[config.mk]
export PLATFORM = sky130hd
export DESIGN_NAME = wdog_reset_ctrl
export DESIGN_NICKNAME = d
export VERILOG_FILES = /design/src/rtl/wdog_pkg.sv /design/src/rtl/wdog_bus_dec.sv /design/src/rtl/wdog_regs.sv /design/src/rtl/wdog_counter.sv /design/src/rtl/wdog_reset_ctrl.sv
export SDC_FILE = /design/constraint.sdc
export NUM_CORES = 1
export LEC_CHECK = 0
export BUFFER_PORTS_ARGS = -buffer_cell sky130_fd_sc_hd__buf_2
export CAP_MARGIN = 40
export CORE_UTILIZATION = 47
export CTS_BUF_LIST = sky130_fd_sc_hd__clkbuf_8
export DETAILED_ROUTE_END_ITERATION = 6
export GPL_TIMING_DRIVEN = 0
export PLACE_DENSITY = 0.72
export SLEW_MARGIN = 20
export SYNTH_ARGS = -nofsm -noshare
export SYNTH_HDL_FRONTEND = slang
export SYNTH_SLANG_ARGS = --single-unit
export TNS_END_PERCENT = 20
[constraint.sdc]
create_clock -name clk -period 2.5 [get_ports clk]
set_input_delay 0.125 -clock clk [delete_from_list [all_inputs] [get_ports clk]]
set_output_delay 0.125 -clock clk [all_outputs]
set_load 0.005 [all_outputs]
[src/rtl/wdog_pkg.sv]
package wdog_pkg;
  localparam logic [7:0] WR_KEY = 8'h5A;

  typedef enum logic [1:0] {
    SEL_NONE = 2'd0,
    SEL_CTRL = 2'd1,
    SEL_STAT = 2'd2,
    SEL_CNT  = 2'd3
  } reg_sel_e;
endpackage

[src/rtl/wdog_bus_dec.sv]
module wdog_bus_dec
  import wdog_pkg::*;
#(
  parameter int          ADDR_W   = 8,
  parameter logic [7:0]  CTRL_OFS = 8'h1C,
  parameter logic [7:0]  STAT_OFS = 8'h20,
  parameter logic [7:0]  CNT_OFS  = 8'h24
) (
  input  logic [ADDR_W-1:0] addr,
  input  logic              we,
  input  logic [7:0]        key_byte,
  output logic              wr_ctrl,
  output logic              wr_stat,
  output logic              wr_cnt,
  output reg_sel_e          rd_sel
);
  logic key_ok;

  always_comb begin
    key_ok = (key_byte == WR_KEY);
    rd_sel = SEL_NONE;
    if (addr == ADDR_W'(CTRL_OFS))      rd_sel = SEL_CTRL;
    else if (addr == ADDR_W'(STAT_OFS)) rd_sel = SEL_STAT;
    else if (addr == ADDR_W'(CNT_OFS))  rd_sel = SEL_CNT;
    wr_ctrl = we && key_ok && (rd_sel == SEL_CTRL);
    wr_stat = we && key_ok && (rd_sel == SEL_STAT);
    wr_cnt  = we && key_ok && (rd_sel == SEL_CNT);
  end
endmodule

[src/rtl/wdog_regs.sv]
module wdog_regs #(
  parameter int CTRL_W   = 12,
  parameter int STAT_W   = 12,
  parameter int CFG_LO   = 4,
  parameter int FLAG_BIT = 5
) (
  input  logic              clk,
  input  logic              rst,
  input  logic              wr_ctrl,
  input  logic              wr_stat,
  input  logic [31:0]       wdata,
  input  logic              expire,
  output logic [CTRL_W-1:0] ctrl_q,
  output logic [STAT_W-1:0] stat_q,
  output logic              armed
);
  localparam logic [STAT_W-1:0] FLAG_MASK = STAT_W'(1) << FLAG_BIT;

  logic [STAT_W-1:0] stat_d;

  always_comb begin
    stat_d = wr_stat ? wdata[STAT_W-1:0] : stat_q;
    if (expire) stat_d = stat_d | FLAG_MASK;
  end

  always_ff @(posedge clk) begin
    if (rst) begin
      ctrl_q <= '0;
      stat_q <= '0;
    end else begin
      stat_q <= stat_d;
      if (expire)       ctrl_q[CFG_LO +: 2] <= 2'b00;
      else if (wr_ctrl) ctrl_q <= wdata[CTRL_W-1:0];
    end
  end

  assign armed = ctrl_q[CFG_LO+1];

  AST_STAT_KEEP: assert property (@(posedge clk) disable iff (rst)
    !wr_stat |=> ((stat_q | FLAG_MASK) == ($past(stat_q) | FLAG_MASK)));
  AST_FLAG_STICKY: assert property (@(posedge clk) disable iff (rst)
    (!wr_stat && stat_q[FLAG_BIT]) |=> stat_q[FLAG_BIT]);
endmodule

[src/rtl/wdog_counter.sv]
module wdog_counter #(
  parameter int CNT_W = 20
) (
  input  logic             clk,
  input  logic             rst,
  input  logic             tick_en,
  input  logic             armed,
  input  logic             load,
  input  logic [CNT_W-1:0] load_val,
  output logic [CNT_W-1:0] count_q,
  output logic             expire_now,
  output logic             reset_req
);
  always_comb
    expire_now = tick_en && armed && !load && (count_q <= CNT_W'(1));

  always_ff @(posedge clk) begin
    if (rst) begin
      count_q   <= '0;
      reset_req <= 1'b0;
    end else begin
      reset_req <= expire_now;
      if (load)                  count_q <= load_val;
      else if (tick_en && armed) count_q <= expire_now ? '0 : count_q - CNT_W'(1);
    end
  end

  AST_HOLD_DISARMED: assert property (@(posedge clk) disable iff (rst)
    (!armed && !load) |=> $stable(count_q));
  AST_DEC_ONE: assert property (@(posedge clk) disable iff (rst)
    (armed && tick_en && !load && count_q > CNT_W'(1)) |=> (count_q == $past(count_q) - CNT_W'(1)));
  AST_LOAD_WINS: assert property (@(posedge clk) disable iff (rst)
    load |=> (!reset_req && count_q == $past(load_val)));
endmodule

[src/rtl/wdog_reset_ctrl.sv]
module wdog_reset_ctrl
  import wdog_pkg::*;
#(
  parameter int         ADDR_W   = 8,
  parameter int         CNT_W    = 20,
  parameter int         CTRL_W   = 12,
  parameter int         STAT_W   = 12,
  parameter logic [7:0] CTRL_OFS = 8'h1C,
  parameter logic [7:0] STAT_OFS = 8'h20,
  parameter logic [7:0] CNT_OFS  = 8'h24
) (
  input  logic              clk,
  input  logic              rst,
  input  logic              tick_en,
  input  logic [ADDR_W-1:0] bus_addr,
  input  logic              bus_we,
  input  logic [31:0]       bus_wdata,
  output logic [31:0]       bus_rdata,
  output logic              reset_req
);
  localparam int CFG_LO   = 4;
  localparam int FLAG_BIT = 5;

  logic              wr_ctrl, wr_stat, wr_cnt;
  reg_sel_e          rd_sel;
  logic [CTRL_W-1:0] ctrl_q;
  logic [STAT_W-1:0] stat_q;
  logic [CNT_W-1:0]  count_q;
  logic              armed, expire_now;

  wdog_bus_dec #(
    .ADDR_W(ADDR_W), .CTRL_OFS(CTRL_OFS), .STAT_OFS(STAT_OFS), .CNT_OFS(CNT_OFS)
  ) u_dec (
    .addr(bus_addr), .we(bus_we), .key_byte(bus_wdata[31:24]),
    .wr_ctrl(wr_ctrl), .wr_stat(wr_stat), .wr_cnt(wr_cnt), .rd_sel(rd_sel)
  );

  wdog_regs #(
    .CTRL_W(CTRL_W), .STAT_W(STAT_W), .CFG_LO(CFG_LO), .FLAG_BIT(FLAG_BIT)
  ) u_regs (
    .clk(clk), .rst(rst), .wr_ctrl(wr_ctrl), .wr_stat(wr_stat),
    .wdata(bus_wdata), .expire(expire_now),
    .ctrl_q(ctrl_q), .stat_q(stat_q), .armed(armed)
  );

  wdog_counter #(.CNT_W(CNT_W)) u_cnt (
    .clk(clk), .rst(rst), .tick_en(tick_en), .armed(armed),
    .load(wr_cnt), .load_val(bus_wdata[CNT_W-1:0]),
    .count_q(count_q), .expire_now(expire_now), .reset_req(reset_req)
  );

  always_ff @(posedge clk) begin
    if (rst) bus_rdata <= '0;
    else begin
      unique case (rd_sel)
        SEL_CTRL: bus_rdata <= 32'(ctrl_q);
        SEL_STAT: bus_rdata <= 32'(stat_q);
        SEL_CNT:  bus_rdata <= 32'(count_q);
        default:  bus_rdata <= '0;
      endcase
    end
  end

  AST_NO_KEY_NO_CHANGE: assert property (@(posedge clk) disable iff (rst)
    (bus_we && bus_wdata[31:24] != WR_KEY && !tick_en)
      |=> ($stable(ctrl_q) && $stable(stat_q) && $stable(count_q)));
  AST_REQ_ONE_CYCLE: assert property (@(posedge clk) disable iff (rst)
    reset_req |=> !reset_req);
  AST_EXPIRE_CLEARS: assert property (@(posedge clk) disable iff (rst)
    reset_req |-> (ctrl_q[CFG_LO +: 2] == 2'b00 && stat_q[FLAG_BIT] && count_q == '0));
endmodule

==> reports/metrics.csv, run 1 <==
stage;metric;value;unit
critical_path;start_kind;flop;
clock_tree;clk_pin_slew;0.08;ns
logic_synthesis;ys_warn_count;0;
clock_tree;cts_num_sinks;65;
critical_path;endpoint_kind;flop;
clock_tree;cts_inserted_buffers;9;
floorplanning;io_pins;77;
critical_path;path_class;flop to flop;
pwr;p_leak;1.680;nW
flow_run;cap_violations;0;
final_layout;diodes;0;
route;wl;7.800;mm
pwr;power_frac_seq;0.488;
global_routing;grt_antenna_before_repair;0;
final_layout;final_cell_area;0.003684;mm^2
global_routing;grt_pass1_wl;12.08;mm
sta;final.min_clock_period;2.344;ns
route;avgRoutedWirePerCell;16.12;um
global_routing;grt_pass1_vias;2503;
global_routing;grt_start_max_net_pins;12;
floorplanning;die_w;82.22;um
pwr;power_density;575.2;mW/mm^2
pwr;irDropWorstVdd;0.2843;mV
sta;maxSlewViolCount;0;
pwr;power.internal;0.001655;W
floorplanning;design.die.area;0.006759;mm^2
logic_synthesis;synthCells;323;
clock_tree;clock_path_buffers;2;
floorplanning;initial_core_util;0.4990;
critical_path;crit_chain;or4_1 > nor3_1 > and3_1 > or4_1 > buf_2 > buf_4 > o22ai_1;
pwr;switching_share;0.2187;
global_routing;grt-ovfl-total;0;
sta;setup_tns;0;ns
route;drt_pass1_iterations;5;
logic_synthesis;synthesis.area;0.003024;mm^2
final_layout;syn_to_final_growth;21.80;%
sta;final.setup.worst_slack;0.1558;ns
critical_path;cpMostUsedCell;or4_1;
global_routing;grt_usage;0.2436;
logic_synthesis;synth_top_flop_cell;dfxtp_1;
status;outcome;complete, no violations;
critical_path;crit_slowest_cell;or4_1;
sta;post-route-period-util;0.9377;
final_layout;nets;451;
worst_hold_path;hold_depth;3;
sta;setup_viol;0;
clock_tree;cts_tree;done;
floorplanning;std_cell_rows;28;
logic_synthesis;ys_async_sr_fraction;0;
place;gp_routability_congestion;0.9343;
route;dr_total_vias;2715;
sta;rsz0062_at_grt;no;
final_layout;final_util;0.6078;
pwr;switchingPower;0.0004634;W
sta;hold_viol_final;0;
sta;fmax;0.4266;GHz
route;via_per_inst;5.610;
logic_synthesis;synth_area_per_cell;9.363;um^2
worst_hold_path;hold_path.class;input port to flop;
place;placed_area;0.003460;mm^2
logic_synthesis;yosys.cell_types.count;42;
sta;tightest_slew;0.7696;ns
route;drt_iter0_drc;229;
floorplanning;die_h;82.22;um
pwr;p_comb_frac;0.040;
route;drc;0;
clock_tree;postCtsSetupRepairBufs;0;
clock_tree;htreeDepth;3;
clock_tree;cts_root_buffer;clkbuf_8;
critical_path;worstPathArrival;2.56;ns
final_layout;drive_gt1_frac;0.2421;
clock_tree;insertion_delay;0.35;ns
critical_path;slowest_delay;0.61;ns
logic_synthesis;synth_edf_count;0;
pwr;pwr-share-clk;0.471;
critical_path;required;2.72;ns
pwr;total_power;0.002119;W
logic_synthesis;ys_ff_latch;65;
sta;skew;0.01454;ns
critical_path;r2r_cells;7;
place;place_hpwl;5.468;mm
place;dp_slack;0.02897;ns
critical_path;cp_max_fo;10;
floorplanning;core-area;0.006061;mm^2
sta;timing.max_slew.rel_slack;0.4870;
logic_synthesis;yosysSeqAreaShare;0.4303;
place;port_buffers;60;
route;ant_nets;0;
final_layout;fillerInstances;546;
-- area by class of cell --
cell class	instances	area [um^2]	area share
multi-input cells	233	1578	0.4283
flip-flops and latches	65	1303	0.3536
repair buffers	60	300.3	0.08152
plain buffers	33	180.2	0.04891
clock buffers	10	137.6	0.03736
well taps	75	93.84	0.02548
clock inverters	5	80.08	0.02174
inverters	3	11.26	0.003057
-- worst paths after layout --
| kind | startpoint | end | slack (ns) |
|---|---|---|---|
| min | bus_wdata[8] | u_regs.ctrl_q[8]$_SDFFE_PP0P_ | 0.05 |
| max | u_cnt.count_q[2]$_SDFFE_PP0P_ | u_cnt.count_q[19]$_SDFFE_PP0P_ | 0.16 |
| min reg2reg | u_regs.stat_q[11]$_SDFFE_PP0P_ | u_regs.stat_q[11]$_SDFFE_PP0P_ | 0.50 |
| max reg2reg | u_cnt.count_q[2]$_SDFFE_PP0P_ | u_cnt.count_q[19]$_SDFFE_PP0P_ | 0.16 |
-- per-stage QoR --
step           std cells  hold slack (ns)
4_1_cts              484          0.04297
5_1_grt              484          0.05350
6_report             484          0.04538
2_1_floorplan        334           0.2610
3_3_place_gp         469           0.3982
3_5_place_dp         469           0.4053
-- sequential cells by signal, indices dropped and copies added (netlist names) --
name and flops:
u_regs.stat_q 12, u_cnt.count_q 20, u_cnt.reset_req 1, u_regs.ctrl_q 12
bus_rdata 20
-- power by group through the flow --
stage,Sequential [W],Clock (W),Combinational [W]
2_1_floorplan,0.00106,0,0.0000352
3_3_place_gp,0.00106,0,0.0000840
3_5_place_dp,0.00106,0,0.0000847
4_1_cts,0.00103,0.00101,0.0000849
5_1_grt,0.00103,0.00106,0.0000939
6_report,0.00103,0.000999,0.0000852
-- kinds of logic (layout without fill, tap and decap cells) --
family                     after synthesis  after routing  synth area share
AOI/OAI and AO/OA                       42             42            0.1084
xor gates and xnor gates                15             15           0.04344
adders and majority gates                2              2          0.008273
buffers and inverters                   36            111           0.06330
DFF                                     65             65            0.4303
muxes                                   38             38            0.1258
other                                    1             12          0.001240
and+or+nand+nor                        124            124            0.2193
-- layer usage --
| metal | vias up | wire, um | GRT usage |
|---|---|---|---|
| li1 | 1315 | - | - |
| met1 | 1247 | 3493 | 0.3130 |
| met2 | 125 | 3566 | 0.3736 |
| met3 | 28 | 467 | 0.04396 |
| met4 | 0 | 272 | 0.1579 |
| met5 | - | 0 | 0 |
-- Yosys cell counts (3+ instances only) --
library cell   n  area share
a211oi_1       3      0.0074
a222oi_1      12       0.040
a311oi_1       3      0.0087
and2_1        15       0.031
and3_1        10       0.021
buf_2          3      0.0050
buf_4         14       0.035
clkbuf_1      15       0.019
dfxtp_1       65        0.43
inv_1          3      0.0037
mux2i_1       38        0.13
nand2_1        8      0.0099
nand4_1        3      0.0062
nor2_1        50       0.062
nor3_1        13       0.022
nor3b_1        3      0.0074
o21ai_0        3      0.0050
o22ai_1       14       0.029
or4_1          7       0.017
xnor2_1        9       0.026
xor2_1         6       0.017
-- critical path: cells and delay by family (launching register included) --
family,cells,cell delay [ns]
AOI/OAI and AO/OA,1,0.09
buffers and inverters,2,0.38
DFF,1,0.38
and+or+nand+nor,4,1.37
-- layout by cell type (no fill, tap or decap), types with 2 or more instances in the layout --
cell        netlist  final
or4_1             7      7
nor3b_1           3      2
and2_1           15     15
clkbuf_8          0     10
buf_2             3     63
o21ai_0           3      3
clkbuf_1         15     15
inv_1             3      3
nor2_1           50     50
and3_1           10     10
nand3_1           2      2
xnor2_1           9      9
dfxtp_1          65     64
o211ai_1          2      2
o22ai_1          14     14
or3_1             2      2
conb_1            1     12
nand2_1           8      8
a222oi_1         12     12
xor2_1            6      6
bufinv_16         0      2
buf_4            14     14
nor3_1           13     13
nand3b_1          2      2
nand4_1           3      3
ha_1              2      2
clkinvlp_4        0      2
a311oi_1          3      3
a211oi_1          3      3
mux2i_1          38     38
-- repair_timing --
item                       CTS  global route
resized for setup            0             2
hold buffers                 0             0
setup endpoints to repair    0            12
(Power assumes the default switching activity.)
==> inputs of run 2 (changes only) <==
- CORE_UTILIZATION: 47 -> 40
- PLACE_DENSITY: 0.72 -> not set
==> reports/metrics.csv, run 2 (same netlist as run 1, synthesis figures left out) <==
stage;metric;value;unit
clock_tree;htreeDepth;3;
final_layout;syn_to_final_growth;22.09;%
place;gp_routability_congestion;0.9480;
route;avgRoutedWirePerCell;15.68;um
route;drt_iter0_drc;229;
global_routing;grt-ovfl-total;0;
place;port_buffers;60;
floorplanning;std_cell_rows;31;
floorplanning;io_pins;77;
route;dr_total_vias;2626;
floorplanning;die_h;88.95;um
route;wl;7.964;mm
critical_path;path_class;flop to flop;
clock_tree;clk_pin_slew;0.07;ns
pwr;total_power;0.002016;W
clock_tree;cts_inserted_buffers;9;
final_layout;diodes;0;
floorplanning;design.die.area;0.007912;mm^2
global_routing;grt_usage;0.2198;
critical_path;cpMostUsedCell;or4_1;
clock_tree;cts_num_sinks;65;
pwr;switchingPower;0.0004388;W
status;outcome;complete, no violations;
sta;whs;0.05500;ns
critical_path;required;2.70;ns
pwr;switching_share;0.2176;
pwr;power_density;546.0;mW/mm^2
floorplanning;initial_core_util;0.4147;
pwr;p_comb_frac;0.042;
final_layout;reg_top3;bus_rdata (20), u_cnt.count_q (20);
place;placed_area;0.003490;mm^2
route;drc;0;
floorplanning;die_w;88.95;um
global_routing;grt_pass1_wl;12.78;mm
final_layout;final_util;0.5063;
route;m1WireLength;3.741;mm
final_layout;final_cell_mix;dfxtp_1, buf_2, nor2_1;
route;met2_length;3.629;mm
global_routing;grt_start_max_net_pins;11;
pwr;power.internal;0.001577;W
final_layout;nets;451;
pwr;p_leak;1.683;nW
sta;skew;0.01047;ns
critical_path;crit_chain;or4_1 > nor3_1 > and3_2 > or4_1 > buf_2 > buf_4 > o22ai_1;
clock_tree;cts_tree;done;
route;drt_pass1_iterations;6;
sta;post-route-period-util;0.9328;
flow_run;cap_violations;0;
clock_tree;insertion_delay;0.34;ns
critical_path;cp_top_family;simple AND/OR/NAND/NOR gates;
global_routing;grt_antenna_before_repair;0;
route;wl_met3;445;um
critical_path;path_buf_inv;2;
worst_hold_path;hold_path.class;input port to flop;
clock_tree;cts_root_buffer;clkbuf_8;
sta;maxSlewViolCount;0;
pwr;irDropWorstVdd;0.2960;mV
sta;hold_viol_final;0;
clock_tree;clock_path_buffers;2;
sta;timing.max_slew.rel_slack;0.4862;
final_layout;drive_gt1_frac;0.2421;
place;place_hpwl;5.719;mm
critical_path;crit_slowest_cell;or4_1;
pwr;pwr-share-clk;0.444;
sta;setup_viol;0;
critical_path;worstPathArrival;2.54;ns
final_layout;layout_commonest_cell;dfxtp_1;
critical_path;start_kind;flop;
final_layout;final_cell_area;0.003692;mm^2
critical_path;cp_max_fo;10;
sta;rsz0062_at_grt;no;
critical_path;endpoint_kind;flop;
critical_path;slowest_delay;0.62;ns
sta;fmax;0.4288;GHz
route;ant_nets;0;
route;via_per_inst;5.169;
pwr;power_frac_seq;0.513;
sta;tightest_slew;0.7707;ns
floorplanning;core-area;0.007292;mm^2
sta;final.min_clock_period;2.332;ns
global_routing;grt_pass1_vias;2456;
route;topRoutingLayerUsed;met4;
## run 2: cell types whose count changed in the layout (fill, tap and decap cells not counted), sizes merged
cell / change
bufinv: -1
clkinv: +1
clkbuf: +1
clkinvlp: -2
inv: +1
## run 2: timing repair
item / in CTS / in global routing
resized for setup: 1 / 2
setup buffers: 0 / 0
setup endpoints to repair: 10 / 10
hold buffers: 0 / 0
## run 2: final timing paths
check / from / cells after the start / end / slack [ns]
worst max-delay path: u_cnt.count_q[2]$_SDFFE_PP0P_ / 7 / u_cnt.count_q[19]$_SDFFE_PP0P_ / 0.17
worst min-delay path: bus_wdata[10] / 3 / u_regs.stat_q[10]$_SDFFE_PP0P_ / 0.06
worst max register to register: u_cnt.count_q[2]$_SDFFE_PP0P_ / 7 / u_cnt.count_q[19]$_SDFFE_PP0P_ / 0.17
worst min register to register: u_regs.ctrl_q[7]$_SDFFE_PP0P_ / 2 / u_regs.ctrl_q[7]$_SDFFE_PP0P_ / 0.50
## run 2: layer usage
layer	up-vias	GRT usage
met5	-	0
met1	1195	0.2882
met2	102	0.3545
li1	1313	-
met3	16	0.04986
met4	0	0.08369
## run 2: layout make-up
| class | count | area (um^2) |
|---|---|---|
| clock inverter | 4 | 43.79 |
| timing repair buffer | 60 | 300.3 |
| sequential | 65 | 1303 |
| clock buffer | 11 | 151.4 |
| tap | 99 | 123.9 |
| buffer | 33 | 180.2 |
| inverter | 3 | 11.26 |
| multi-input combinational | 233 | 1579 |
| fill | 748 | 3600 |
## run 2: power groups by stage
stage | clock (W) | combinational, W | sequential [W]
floorplan | 0 | 0.0000352 | 0.00106
global placement | 0 | 0.0000843 | 0.00106
detailed placement | 0 | 0.0000847 | 0.00106
CTS | 0.000916 | 0.0000849 | 0.00103
global route | 0.000971 | 0.0000944 | 0.00103
finish | 0.000896 | 0.0000851 | 0.00103
## run 2: stage by stage
stage                     worst slack (ns)  cells  setup TNS [ns]
after global routing               0.04018    508               0
after detailed placement          -0.02698    493         -0.1677
final                               0.1681    508               0
after global placement           -0.006452    493       -0.006452
after CTS                           0.1020    508               0
after floorplan                     0.5193    334               0
## run 2: worst register-to-register path: stages (launching register included)
cell and delay, ns:
dfxtp_1 0.38, or4_1 0.62, nor3_1 0.29, and3_2 0.31
or4_1 0.12, buf_2 0.18, buf_4 0.21, o22ai_1 0.09
==> inputs of run 3 (changes only) <==
- CTS_CLUSTER_DIAMETER: not set -> 150
- PLACE_DENSITY: not set -> 0.61
==> reports/metrics.csv, run 3 (same netlist as run 1, synthesis figures left out) <==
stage;metric;value;unit
floorplanning;die_w;88.95;um
route;drt_iter0_drc;202;
critical_path;worstPathArrival;2.58;ns
clock_tree;cts_inserted_buffers;9;
sta;post-route-period-util;0.9491;
final_layout;diodes;0;
clock_tree;holdBufCountCts;0;
clock_tree;cts_root_buffer;clkbuf_8;
sta;maxSlewViolCount;0;
floorplanning;design.die.area;0.007912;mm^2
sta;setup_viol;0;
sta;skew;0.008064;ns
global_routing;grt_antenna_before_repair;0;
floorplanning;io_pins;77;
clock_tree;clk_pin_slew;0.07;ns
place;place_hpwl;5.815;mm
critical_path;crit_chain;or4_1 > nor3_2 > and3_1 > or4_1 > buf_2 > buf_4 > o22ai_1;
status;violations;design-rule violations;
sta;hold_viol_final;0;
sta;tightest_slew;0.8128;ns
pwr;irDropWorstVdd;0.2737;mV
critical_path;r2r_cells;7;
route;drc;7;
critical_path;r2r_start;u_cnt.count_q[2]$_SDFFE_PP0P_;
global_routing;grt_usage;0.2159;
route;ant_nets;0;
clock_tree;cts.repair.resized;1;
final_layout;syn_to_final_growth;22.71;%
clock_tree;insertion_delay;0.34;ns
route;wl;8.225;mm
route;via_per_inst;5.360;
sta;final.min_clock_period;2.373;ns
critical_path;regToRegSetupSlack;0.13;ns
global_routing;grt_start_max_net_pins;12;
critical_path;startpoint;u_cnt.count_q[2]$_SDFFE_PP0P_;
critical_path;cp_max_fo;10;
critical_path;cpMostUsedCell;or4_1;
floorplanning;die_h;88.95;um
sta;timing.max_slew.rel_slack;0.4582;
status;outcome;finished, violations left;
global_routing;grt_pass1_vias;2532;
route;dr_total_vias;2728;
final_layout;drive_gt1_frac;0.2488;
global_routing;grt_pass1_wl;12.71;mm
final_layout;multi_input_area;0.001585;mm^2
final_layout;final_util;0.5089;
pwr;p_leak;1.684;nW
final_layout;nets;451;
final_layout;stdcell_count;509;
final_layout;reg_top3;bus_rdata (20), u_cnt.count_q (20);
clock_tree;cts_tree;done;
clock_tree;postCtsSetupRepairBufs;0;
sta;fmax;0.4215;GHz
critical_path;start_kind;flop;
global_routing;grt-ovfl-total;0;
floorplanning;std_cell_rows;31;
clock_tree;htreeDepth;3;
pwr;power_density;551.2;mW/mm^2
place;gp_routability_congestion;0.9407;
critical_path;crit_path_end;u_cnt.count_q[3]$_SDFFE_PP0P_;
worst_hold_path;hold_path.class;input port to flop;
place;place_inst;493;
critical_path;required;2.71;ns
route;drt_pass1_iterations;7;
critical_path;endpoint_kind;flop;
place;port_buffers;60;
final_layout;fillerInstances;725;
route;avgRoutedWirePerCell;16.16;um
critical_path;crit_slowest_cell;or4_1;
floorplanning;core-area;0.007292;mm^2
critical_path;slowest_delay;0.65;ns
floorplanning;initial_core_util;0.4147;
critical_path;path_class;flop to flop;
final_layout;seq_area;0.001304;mm^2
flow_run;cap_violations;0;
clock_tree;clock_path_buffers;2;
clock_tree;cts_num_sinks;65;
critical_path;timing.rr.end;u_cnt.count_q[3]$_SDFFE_PP0P_;
final_layout;final_cell_mix;buf_2, dfxtp_1, nor2_1;
==> run 3: how the worst min path moves through the flow <==
stage	from	endpoint	slack, ns	depth (start not counted)
detailed placement	bus_wdata[11]	u_regs.stat_q[11]$_SDFFE_PP0P_	0.41	3
CTS	bus_wdata[2]	u_cnt.count_q[2]$_SDFFE_PP0P_	0.05	3
finish	bus_wdata[2]	u_cnt.count_q[2]$_SDFFE_PP0P_	0.05	3
floorplan	bus_wdata[2]	u_cnt.count_q[2]$_SDFFE_PP0P_	0.26	2
global route	bus_wdata[2]	u_cnt.count_q[2]$_SDFFE_PP0P_	0.06	3
global placement	bus_wdata[2]	u_cnt.count_q[2]$_SDFFE_PP0P_	0.40	3
==> run 3: critical path: cells and delay by family (launching register included) <==
kind | cells | cell delay [ns]
and+or+nand+nor | 4 | 1.36
DFF | 1 | 0.39
buffers and inverters | 2 | 0.39
AOI/OAI and AO/OA | 1 | 0.10
==> run 3: report_power, final <==
group | internal (W) | leakage, nW | switching (W)
Clock | 0.000511 | 0.107 | 0.000413
Combinational | 0.0000396 | 1.05 | 0.0000469
Sequential | 0.00103 | 0.524 | 0.00000000707
==> run 3: final cells by class <==
type	instances	share of cell area
clock buffer	11	0.04080
tap	99	0.03338
inverter	3	0.003034
timing repair buffer	60	0.08092
multi-input combinational	233	0.4272
buffer	33	0.04855
clock inverter	5	0.01483
sequential	65	0.3513
==> run 3: stage by stage <==
step / total power, W / setup TNS [ns] / setup WS (ns) / hold WS (ns) / instance area, um^2
floorplan: 0.001094 / 0 / 0.5193 / 0.2610 / 3065
global placement: 0.001144 / -0.007961 / -0.007961 / 0.4031 / 3490
detailed placement: 0.001144 / -0.1223 / -0.02463 / 0.4096 / 3490
CTS: 0.002057 / 0 / 0.02440 / 0.05108 / 3701
global route: 0.002116 / -0.01859 / -0.01859 / 0.05840 / 3711
finish: 0.002045 / 0 / 0.1274 / 0.05411 / 3711
==> run 3: layer usage <==
metal  share of wire  global-route usage
met1            0.46              0.2847
met2            0.46              0.3392
met3           0.065             0.04063
met4           0.024              0.1097
met5               0                   0
